`config.mk`:
```
export PLATFORM = sky130hd
export DESIGN_NAME = tick_timer
export DESIGN_NICKNAME = d
export VERILOG_FILES = /design/src/rtl/tick_pkg.sv /design/src/rtl/tick_ref_sync.sv /design/src/rtl/tick_regs.sv /design/src/rtl/tick_counter.sv /design/src/rtl/tick_timer.sv
export SDC_FILE = /design/constraint.sdc
export NUM_CORES = 1
export LEC_CHECK = 0
export CAP_MARGIN = 0
export CORE_UTILIZATION = 50
export DETAILED_ROUTE_END_ITERATION = 8
export PLACE_DENSITY_LB_ADDON = 0.12
export SETUP_SLACK_MARGIN = 0.2
export SLEW_MARGIN = 20
export SYNTH_ARGS = -nofsm -noshare
export SYNTH_HDL_FRONTEND = slang
export SYNTH_SLANG_ARGS = --single-unit
```
`constraint.sdc`:
```
create_clock -name clk -period 2.5 [get_ports clk]
set_input_delay 0.5 -clock clk [delete_from_list [all_inputs] [get_ports clk]]
set_output_delay 0.5 -clock clk [all_outputs]
set_load 0.05 [all_outputs]
```
`src/rtl/tick_pkg.sv`:
```
package tick_pkg;
   localparam int unsigned BUS_W = 32;

   // word index (byte offset >> 2) of each register
   localparam logic [1:0] IDX_CTRL   = 2'd0;
   localparam logic [1:0] IDX_RELOAD = 2'd1;
   localparam logic [1:0] IDX_COUNT  = 2'd2;
   localparam logic [1:0] IDX_CAL    = 2'd3;

   // control/status field positions
   localparam int unsigned POS_EN   = 0;
   localparam int unsigned POS_IE   = 1;
   localparam int unsigned POS_SRC  = 2;
   localparam int unsigned POS_WRAP = 16;

   typedef struct packed {
      logic src;
      logic ie;
      logic en;
   } ctl_t;
endpackage

```
`src/rtl/tick_ref_sync.sv`:
```
module tick_ref_sync #(
   parameter int unsigned STAGES = 2
) (
   input  logic clk,
   input  logic rst_n,
   input  logic async_in,
   output logic rise
);
   if (STAGES < 2) begin : g_bad_stages
      $error("tick_ref_sync: STAGES must be at least 2");
   end

   logic [STAGES:0] chain_q;

   always_ff @(posedge clk) begin
      if (!rst_n) chain_q <= '0;
      else        chain_q <= {chain_q[STAGES-1:0], async_in};
   end

   assign rise = chain_q[STAGES-1] & ~chain_q[STAGES];
endmodule

```
`src/rtl/tick_regs.sv`:
```
module tick_regs
   import tick_pkg::*;
#(
   parameter int unsigned CNT_W    = 24,
   parameter bit          HAS_REF  = 1'b1,
   parameter logic [31:0] CAL_WORD = 32'h0
) (
   input  logic             clk,
   input  logic             rst_n,
   input  logic             bus_sel,
   input  logic             bus_wr,
   input  logic [3:0]       bus_addr,
   input  logic [31:0]      bus_wdata,
   input  logic [CNT_W-1:0] cnt,
   input  logic             wrap,
   output ctl_t             ctl,
   output logic [CNT_W-1:0] reload,
   output logic [31:0]      rdata,
   output logic             cnt_clr,
   output logic             stat_rd
);
   localparam int unsigned PAD_W = BUS_W - CNT_W;

   logic [1:0] widx;
   logic       wr_ctrl, wr_reload, rd_any;
   logic       en_q, ie_q, src_q;

   assign widx      = bus_addr[3:2];
   assign rd_any    = bus_sel & ~bus_wr;
   assign wr_ctrl   = bus_sel & bus_wr & (widx == IDX_CTRL);
   assign wr_reload = bus_sel & bus_wr & (widx == IDX_RELOAD);
   assign cnt_clr   = bus_sel & bus_wr & (widx == IDX_COUNT);
   assign stat_rd   = rd_any & (widx == IDX_CTRL);

   always_ff @(posedge clk) begin
      if (!rst_n) begin
         en_q   <= 1'b0;
         ie_q   <= 1'b0;
         reload <= '0;
      end else begin
         if (wr_ctrl) begin
            en_q <= bus_wdata[POS_EN];
            ie_q <= bus_wdata[POS_IE];
         end
         if (wr_reload) reload <= bus_wdata[CNT_W-1:0];
      end
   end

   if (HAS_REF) begin : g_src_sel
      always_ff @(posedge clk) begin
         if (!rst_n)       src_q <= 1'b0;
         else if (wr_ctrl) src_q <= bus_wdata[POS_SRC];
      end
   end else begin : g_src_fixed
      assign src_q = 1'b1;
   end

   assign ctl = '{src: src_q, ie: ie_q, en: en_q};

   always_comb begin
      rdata = '0;
      if (rd_any) begin
         case (widx)
            IDX_CTRL: begin
               rdata[POS_EN]   = en_q;
               rdata[POS_IE]   = ie_q;
               rdata[POS_SRC]  = src_q;
               rdata[POS_WRAP] = wrap;
            end
            IDX_RELOAD: rdata = {{PAD_W{1'b0}}, reload};
            IDX_COUNT:  rdata = {{PAD_W{1'b0}}, cnt};
            default:    rdata = CAL_WORD;
         endcase
      end
   end

   logic unused_bits;
   assign unused_bits = ^{bus_addr[1:0], bus_wdata[BUS_W-1:CNT_W]};
endmodule

```
`src/rtl/tick_counter.sv`:
```
module tick_counter #(
   parameter int unsigned CNT_W = 24
) (
   input  logic             clk,
   input  logic             rst_n,
   input  logic             step,
   input  logic             clear,
   input  logic             stat_rd,
   input  logic             ie,
   input  logic [CNT_W-1:0] reload,
   output logic [CNT_W-1:0] cnt,
   output logic             wrap,
   output logic             irq
);
   localparam logic [CNT_W-1:0] ONE = CNT_W'(1);

   logic hit;
   assign hit = step & (cnt == ONE);

   always_ff @(posedge clk) begin
      if (!rst_n) begin
         cnt  <= '0;
         wrap <= 1'b0;
         irq  <= 1'b0;
      end else if (clear) begin
         cnt  <= '0;
         wrap <= 1'b0;
         irq  <= 1'b0;
      end else begin
         if (step) cnt <= (cnt == '0) ? reload : cnt - ONE;
         if (hit)          wrap <= 1'b1;
         else if (stat_rd) wrap <= 1'b0;
         irq <= hit & ie;
      end
   end
endmodule

```
`src/rtl/tick_timer.sv`:
```
module tick_timer
   import tick_pkg::*;
#(
   parameter int unsigned CNT_W     = 24,
   parameter bit          HAS_REF   = 1'b1,
   parameter int unsigned SYNC_STG  = 2,
   parameter logic [31:0] CAL_WORD  = 32'h0
) (
   input  logic        clk,
   input  logic        rst_n,
   input  logic        bus_sel,
   input  logic        bus_wr,
   input  logic [3:0]  bus_addr,
   input  logic [31:0] bus_wdata,
   output logic [31:0] bus_rdata,
   input  logic        ref_tick_in,
   input  logic        dbg_halt,
   output logic        tick_irq
);
   if (CNT_W < 8 || CNT_W > 24) begin : g_bad_width
      $error("tick_timer: CNT_W must lie in 8..24");
   end

   ctl_t             ctl;
   logic [CNT_W-1:0] reload, cnt_q;
   logic             wrap_q, cvr_wr, stat_rd, ref_rise, step;

   tick_ref_sync #(.STAGES(SYNC_STG)) u_sync (
      .clk      (clk),
      .rst_n    (rst_n),
      .async_in (ref_tick_in),
      .rise     (ref_rise)
   );

   tick_regs #(.CNT_W(CNT_W), .HAS_REF(HAS_REF), .CAL_WORD(CAL_WORD)) u_regs (
      .clk       (clk),
      .rst_n     (rst_n),
      .bus_sel   (bus_sel),
      .bus_wr    (bus_wr),
      .bus_addr  (bus_addr),
      .bus_wdata (bus_wdata),
      .cnt       (cnt_q),
      .wrap      (wrap_q),
      .ctl       (ctl),
      .reload    (reload),
      .rdata     (bus_rdata),
      .cnt_clr   (cvr_wr),
      .stat_rd   (stat_rd)
   );

   assign step = ctl.en & ~dbg_halt & (ctl.src | ref_rise);

   tick_counter #(.CNT_W(CNT_W)) u_cnt (
      .clk     (clk),
      .rst_n   (rst_n),
      .step    (step),
      .clear   (cvr_wr),
      .stat_rd (stat_rd),
      .ie      (ctl.ie),
      .reload  (reload),
      .cnt     (cnt_q),
      .wrap    (wrap_q),
      .irq     (tick_irq)
   );
endmodule

```
# Word-level counts from Yosys, hierarchy flattened
# Cells that the tools add are included.
dict set report totals {
  wordCells 40
  out_inout_bits 33
  input_bits 42
  regBits 56
}
dict set report classes {
  n_addsub 1
  n_eq_ne 3
  muxes 8
  bitwise_logic 16
  n_reduce_logical 4
}
# operator count
set ops {}
lappend ops {{32-bit 2-to-1 mux} 1}
lappend ops {{13-bit one-hot mux with 2 select lines} 1}
lappend ops {{24-bit by 1-bit == test with 1-bit output, second input constant} 1}
lappend ops {{24-bit zero test} 1}
lappend ops {{24-bit 2-to-1 mux} 1}
lappend ops {{24-bit by 1-bit subtractor with 24-bit output, second input constant} 1}
lappend ops {{7-bit one-hot mux with 2 select lines} 1}
lappend ops {{1-bit AND} 11}
lappend ops {{3-bit one-hot mux with 3 select lines} 1}
lappend ops {{1-bit NOT} 4}
lappend ops {{1-bit one-hot mux with 3 select lines} 1}
lappend ops {{2-bit by 1-bit == test with 1-bit output, second input constant} 1}
lappend ops {{2-bit == test, second input constant} 1}
lappend ops {{2-bit zero test} 1}
lappend ops {{1-bit 2-to-1 mux} 2}
lappend ops {{2-bit nonzero test} 1}
lappend ops {{2-bit OR reduction} 1}
lappend ops {{1-bit bitwise OR} 1}

# Depth between registers and ports, before layout
# Gate-level depths: netlist of run 1.
dict set report depth {
  word_depth 6
  mapped_depth 9
}

# By module
# A second synthesis of run 1 with hierarchy kept.
dict set report unflattened {
  cells_unflattened 419
  area_unflattened_um2 3418.3
}
# module n_inst cells_per_inst area_each_um2
set by_module_without_submodules {}
lappend by_module_without_submodules {tick_counter 1 216 1720.4}
lappend by_module_without_submodules {tick_regs 1 194 1589.0}
lappend by_module_without_submodules {tick_ref_sync 1 7 92.6}
lappend by_module_without_submodules {tick_timer 1 2 16.3}

# Least setup slack after synthesis of run 1
# OpenSTA, ideal clock, no wires.
dict set report synth_timing {
  path_type {input to output}
  from {input bus_addr[2]}
  to {output bus_rdata[10]}
  setup_slack_ns 0.033
  required_ns 2.000
  path_stages 6
  path_buffers 2
  arrival_ns 1.967
  path_cell_list {inv_1 > ha_1 > clkbuf_1 > clkbuf_1 > a22oi_1 > nor2_1}
}
dict set report synth_between {
  elab_chain_cells 3
}
# item line
set synth_lines {}
lappend synth_lines {{from (decl)} tick_timer.sv:13} ;# input logic [3:0] bus_addr,
lappend synth_lines {{2-bit == test or 2-bit by 1-bit == test with 1-bit output (tied branches)} tick_regs.sv:63} ;# case (widx)
lappend synth_lines {{13-bit one-hot mux with 2 select lines *} tick_regs.sv:63}
lappend synth_lines {{32-bit 2-to-1 mux *} tick_regs.sv:62} ;# if (rd_any) begin
lappend synth_lines {{to (decl)} tick_timer.sv:15} ;# output logic [31:0] bus_rdata,
# Mark *: on every way between the ends. The rest lies on a longest branch, timed or not.

# Worst setup path in the final report of run 1
dict set report layout_timing {
  from {input bus_addr[3]}
  to {output bus_rdata[16]}
}
dict set report layout_between {
  elab_chain_cells 3
}
# item line
set layout_lines {}
lappend layout_lines {{2-bit == test, or another cell as far along} tick_regs.sv:63}
lappend layout_lines {{1-bit one-hot mux with 3 select lines *} tick_regs.sv:63}
lappend layout_lines {{32-bit 2-to-1 mux *} tick_regs.sv:62}
# Marks and branches as above.

==> reports/metrics.cfg, run 1 <==
[status]
outcome=completed

[power]
powerDensity_nw_per_um2=359
vdd_drop_max_mv=0.341
leakagePower_nw=1.75

[placement]
pre_cts_slack_ns=-0.159
hpwl_um=7630
gp_congestion=0.930
port-buffer-count=56
dpl.cell_count=567

[sta]
setup_violations=0
hold_viol_final=0
worst_pin_slew_ns=0.542
finalCritPeriodShare_pct=89.1
fmax_mhz=449
rsz0062_at_grt=false
slew_headroom_pct=63.5
finClkSkew_ns=0.00571
fin_crit_ns=2.23
maxSlewViolCount=0
setup_slack_ns=0.273

[global_route]
grt_pass1_vias=3185
antenna_found_initial=0
grt_pass1_wl_um=16200
grt_max_degree=28
gr-usage-all-layers_pct=32.3
grt.overflow.total=0

[die]
rows=28
num_io_pins=75
die_x_um=82.6
start_util_pct=53.2
die_h_um=82.6
die-area_um2=6820
coreArea_um2=6100

[yosys]
synthCells=422
synth_ff_type=dfxtp_1
netlist_area_um2=3250
synth_seq_area_share_pct=34.5
synth.lib_cells_used.distinct=60
avgSynthCellArea_um2=7.69
post-synth-top-area-cell=dfxtp_1
synth_top_area_share_pct=34.5
yosys-top-cells-area=dfxtp_1 (35%), nand2_1 (8.1%), a21oi_1 (5.2%)
synth-edff-count=0
yosys_warnings=0
ys_ff_latch=56
synthArstFlopShare_pct=0

[routing]
wl_um=10900
vias_per_cell=6.19
final_antenna_net_count=0
drc_errors=0
via_count=3583
wl_per_cell_um=18.8
dr.pass1.iters=5
initialDrtViolationCount=326

[cts]
cts_tree=built
numCtsBuffers=5
cts-root-buf=clkbuf_8
cts_buffer_depth=2
htree_levels=2
cts_sinks=56
clk_latency_ns=0.31
clkTransAtPathRegs_ns=0.10

[layout]
fin_nets=552
antenna_cells=0
areaGrowthSynthToFinish_pct=45.8
final_common_cell=nand2_1
drive_gt1_share_pct=25.8
layout_common_cells=nand2_1 (69), dfxtp_1 (56), buf_4 (43)
instances_no_fill=579

[critical_path]
crit_type=in -> out
critical_path_required_ns=2.00
cp.arrival_ns=1.73
worstSetupEndpointType=output port
worstPathMaxFanout=6
crit_path_start_kind=input port

[min_path]
hold_class=reg -> reg

[flow_run]
cap_violations=0

-- cell usage after synthesis, types with 6 or more instances --
| cell | count |
|---|---|
| nand3_1 | 12 |
| inv_1 | 14 |
| o21ai_0 | 13 |
| mux2i_1 | 6 |
| a22oi_1 | 21 |
| clkbuf_1 | 24 |
| nor3_1 | 15 |
| nor2_1 | 38 |
| ha_1 | 7 |
| a21oi_1 | 34 |
| dfxtp_1 | 56 |
| nand2_1 | 70 |
| buf_4 | 8 |
| nor4_1 | 7 |
-- kinds of logic (layout without fill, tap and decap cells) --
kind of cell               Yosys count  in the layout  share of synthesized area [%]
and+or+nand+nor                    187            187                           29.4
AOI/OAI and AO/OA                  112            112                           23.5
DFF                                 56             56                           34.5
buffers and inverters               52            127                           7.52
adders and majority gates            7              7                           2.70
muxes                                7              7                           2.20
other                                1              8                          0.116
-- through the flow --
stage                     instance area (um^2)  setup TNS [ns]  hold slack [ns]  util, %  total power [mW]
after floorplan                           3320               0            0.412        -              1.05
after global placement                    4360           -1.75            0.414     71.5              1.15
after detailed placement                  4360           -2.58            0.424     71.5              1.15
after CTS                                 4590               0            0.447     75.2              1.68
after global routing                      4730               0            0.467     77.6              1.75
final                                     4730               0            0.443     77.6              1.70
-- state kept, by name, summed over array words and instances (netlist names) --
register	count
u_cnt.cnt	24
u_regs.reload	24
u_cnt.wrap	1
u_cnt.irq	1
u_regs.ie_q	1
u_regs.en_q	1
u_regs.src_q	1
u_sync.chain_q	3
-- layer usage --
metal,vias up,share of wire [%],global-route usage (%)
li1,1678,-,-
met1,1662,42,42.3
met2,216,48,53.9
met3,27,8.5,5.27
met4,0,2.1,10.5
met5,-,0,0
-- critical path: stages --
cell	delay (ns)
clkbuf_2	0.12
inv_2	0.07
ha_4	0.20
clkbuf_2	0.17
a222oi_1	0.44
nor2_4	0.06
buf_12	0.16
-- final timing paths --
check,cells after the start,from,end,slack [ns]
min reg2reg,1,u_sync.chain_q[0],u_sync.chain_q[1],0.44
min,1,u_sync.chain_q[0],u_sync.chain_q[1],0.44
max reg2reg,5,u_cnt.cnt[17],u_cnt.cnt[9],0.31
max,7,bus_addr[3],bus_rdata[16],0.27
-- cell type report --
type	instances	area (um^2)
clock buffers	8	90.1
flip-flops and latches	56	1120
repair buffers	104	1220
inverters	15	56.3
fillers	418	1360
multi-input cells	321	2150
well taps	75	93.8
-- what timing repair did --
item | 4_1_cts | 5_1_grt
setup buffers | 1 | 1
hold buffers | 0 | 0
setup endpoints to repair | 24 | 36
gates resized for setup | 28 | 30
pin swaps | 2 | 8
cloned | 1 | 1
-- report_power, final --
group / leakage [nW] / switching, mW / internal (mW)
Clock: 0.0455 / 0.297 / 0.227
Sequential: 0.452 / 0.00942 / 0.903
Combinational: 1.25 / 0.150 / 0.113
Total: 1.75 / 0.457 / 1.24
No activity file was read; power rests on OpenSTA's default activity.
==> run 2: changes to the inputs <==
Settings changed: CORE_UTILIZATION 50 to 35, HOLD_SLACK_MARGIN set to 0.05.
==> run 2 against run 1 <==
The run now ends with DRC left. Sequential power is essentially flat. Fmax shrank 1.1%. Setup slack lost 0.025 ns. Critical path depth shrank 1. Non-clock buffer count grew 4. Sequential share of layout area shrank 1.6 points. Cell count grew 6.4%. Clock power grew 56%. Core utilization shrank 20 points. Cell area grew 7.5%. Power grew 20%. Flip-flop and latch count is the same. Largest power group unchanged.
==> reports/metrics.cfg, run 2 (synthesis results as in run 1) <==
[status]
outcome=finished with violations
violations=DRC

[routing]
wl_per_cell_um=18.6
final_antenna_net_count=0
vias_per_cell=5.70
wl_um=11500
via_count=3514
drc_errors=4
initialDrtViolationCount=200
dr.pass1.iters=9

[critical_path]
worstSetupEndpointType=output port
worstPathMaxFanout=5
max_stage_delay_ns=0.46
critical_path_required_ns=2.00
crit_type=in -> out
crit_chain=clkdlybuf4s50_1, nor2b_4, nand2_8, buf_12, nor2_4, buf_12
crit_path_start_kind=input port
cpMostUsedCell=buf_12
crit_buf_inv=3
cp.arrival_ns=1.75
crit_family=buffers and inverters
crit_slowest_cell=clkdlybuf4s50_1

[sta]
worst_pin_slew_ns=0.535
fin_crit_ns=2.25
worst_hold_slack_ns=0.444
setup_tns_ns=0
slew_headroom_pct=64.0
setup_violations=0
finalCritPeriodShare_pct=90.1
maxSlewViolCount=0
finClkSkew_ns=0.00540
hold_viol_final=0
rsz0062_at_grt=true
setup_slack_ns=0.247
fmax_mhz=444

[layout]
drive_gt1_share_pct=28.7
final_common_cell=nand2_1
areaGrowthSynthToFinish_pct=56.7
reg.largest.list=u_cnt.cnt: 24 flops, u_regs.reload: 24 flops, u_sync.chain_q: 3 flops
fin_nets=556
antenna_cells=0
final_util_pct=57.5
layout_common_cells=nand2_1 (69), dfxtp_1 (56), buf_4 (38)

[global_route]
grt_pass1_vias=3403
gr-usage-all-layers_pct=24.4
grt_pass1_wl_um=18400
antenna_found_initial=0
grt_max_degree=25
grt.overflow.total=0

[die]
coreArea_um2=8850
start_util_pct=36.7
die_x_um=98.3
die-area_um2=9660
rows=34
die_h_um=98.3
num_io_pins=75

[cts]
cts_buffer_depth=2
holdBufCountCts=0
clk_latency_ns=0.31
htree_levels=2
cts_sinks=56
numCtsBuffers=5
cts-root-buf=clkbuf_8
cts_tree=built
clkTransAtPathRegs_ns=0.10

[placement]
gp_congestion=0.886
pre_cts_slack_ns=-0.133
port-buffer-count=56
hpwl_um=7880

[power]
powerDensity_nw_per_um2=400
leakagePower_nw=1.84
vdd_drop_max_mv=0.229

[flow_run]
cap_violations=0

[min_path]
hold_class=reg -> reg

run 2: changes by cell type in the layout (fill, tap and decap cells not counted), sizes merged:
| cell | previous run | this run |
|---|---|---|
| clkdlybuf4s15 | 0 | 1 |
| bufinv | 0 | 3 |
| clkdlybuf4s50 | 28 | 29 |
| clkbuf | 11 | 7 |
| bufbuf | 0 | 1 |
| buf | 71 | 74 |
| dlymetal6s2s | 2 | 1 |
run 2: layout make-up:
type	count	area, um^2
flip-flops and latches	56	1120
multi-input cells	321	2240
fillers	832	3760
well taps	108	135
repair buffers	108	1380
clock buffers	5	68.8
inverters	15	56.3
clock inverters	3	90.1
run 2: routing by layer:
metal | part of all wire (%) | up-vias | routed length (um) | global-route usage (%)
met5 | 0 | - | 0 | 0
met4 | 2.2 | 0 | 247 | 7.00
met3 | 5.5 | 18 | 629 | 3.51
met2 | 48 | 122 | 5490 | 40.7
met1 | 45 | 1687 | 5120 | 32.7
li1 | - | 1687 | - | -
run 2: path summary, 6_finish.rpt:
path,slack [ns],depth (start not counted),endpoint,start
max reg2reg,0.31,5,u_cnt.cnt[9],u_cnt.cnt[8]
min reg2reg,0.44,1,u_sync.chain_q[1],u_sync.chain_q[0]
max,0.25,6,bus_rdata[21],bus_wr
min,0.44,1,u_sync.chain_q[1],u_sync.chain_q[0]
run 2: report_power, final:
part	internal [mW]	switching, mW	leakage (nW)
registers	0.903	0.0103	0.452
clock network	0.501	0.316	0.0784
logic	0.139	0.162	1.31
total	1.54	0.489	1.84
run 2: timing repair:
action | in CTS | in global routing
gates resized for setup | 57 | 16
cloned | 4 | 0
setup endpoints to repair | 35 | 34
pin swaps | 17 | 21
buffers inserted | 2 | 1
run 2: per-stage QoR:
step / total power, mW / cells / cell area, um^2
final: 2.03 / 616 / 5090
after CTS: 2.03 / 615 / 5020
after global placement: 1.17 / 601 / 4480
after floorplan: 1.05 / 429 / 3320
after global routing: 2.10 / 616 / 5090
after detailed placement: 1.17 / 601 / 4480
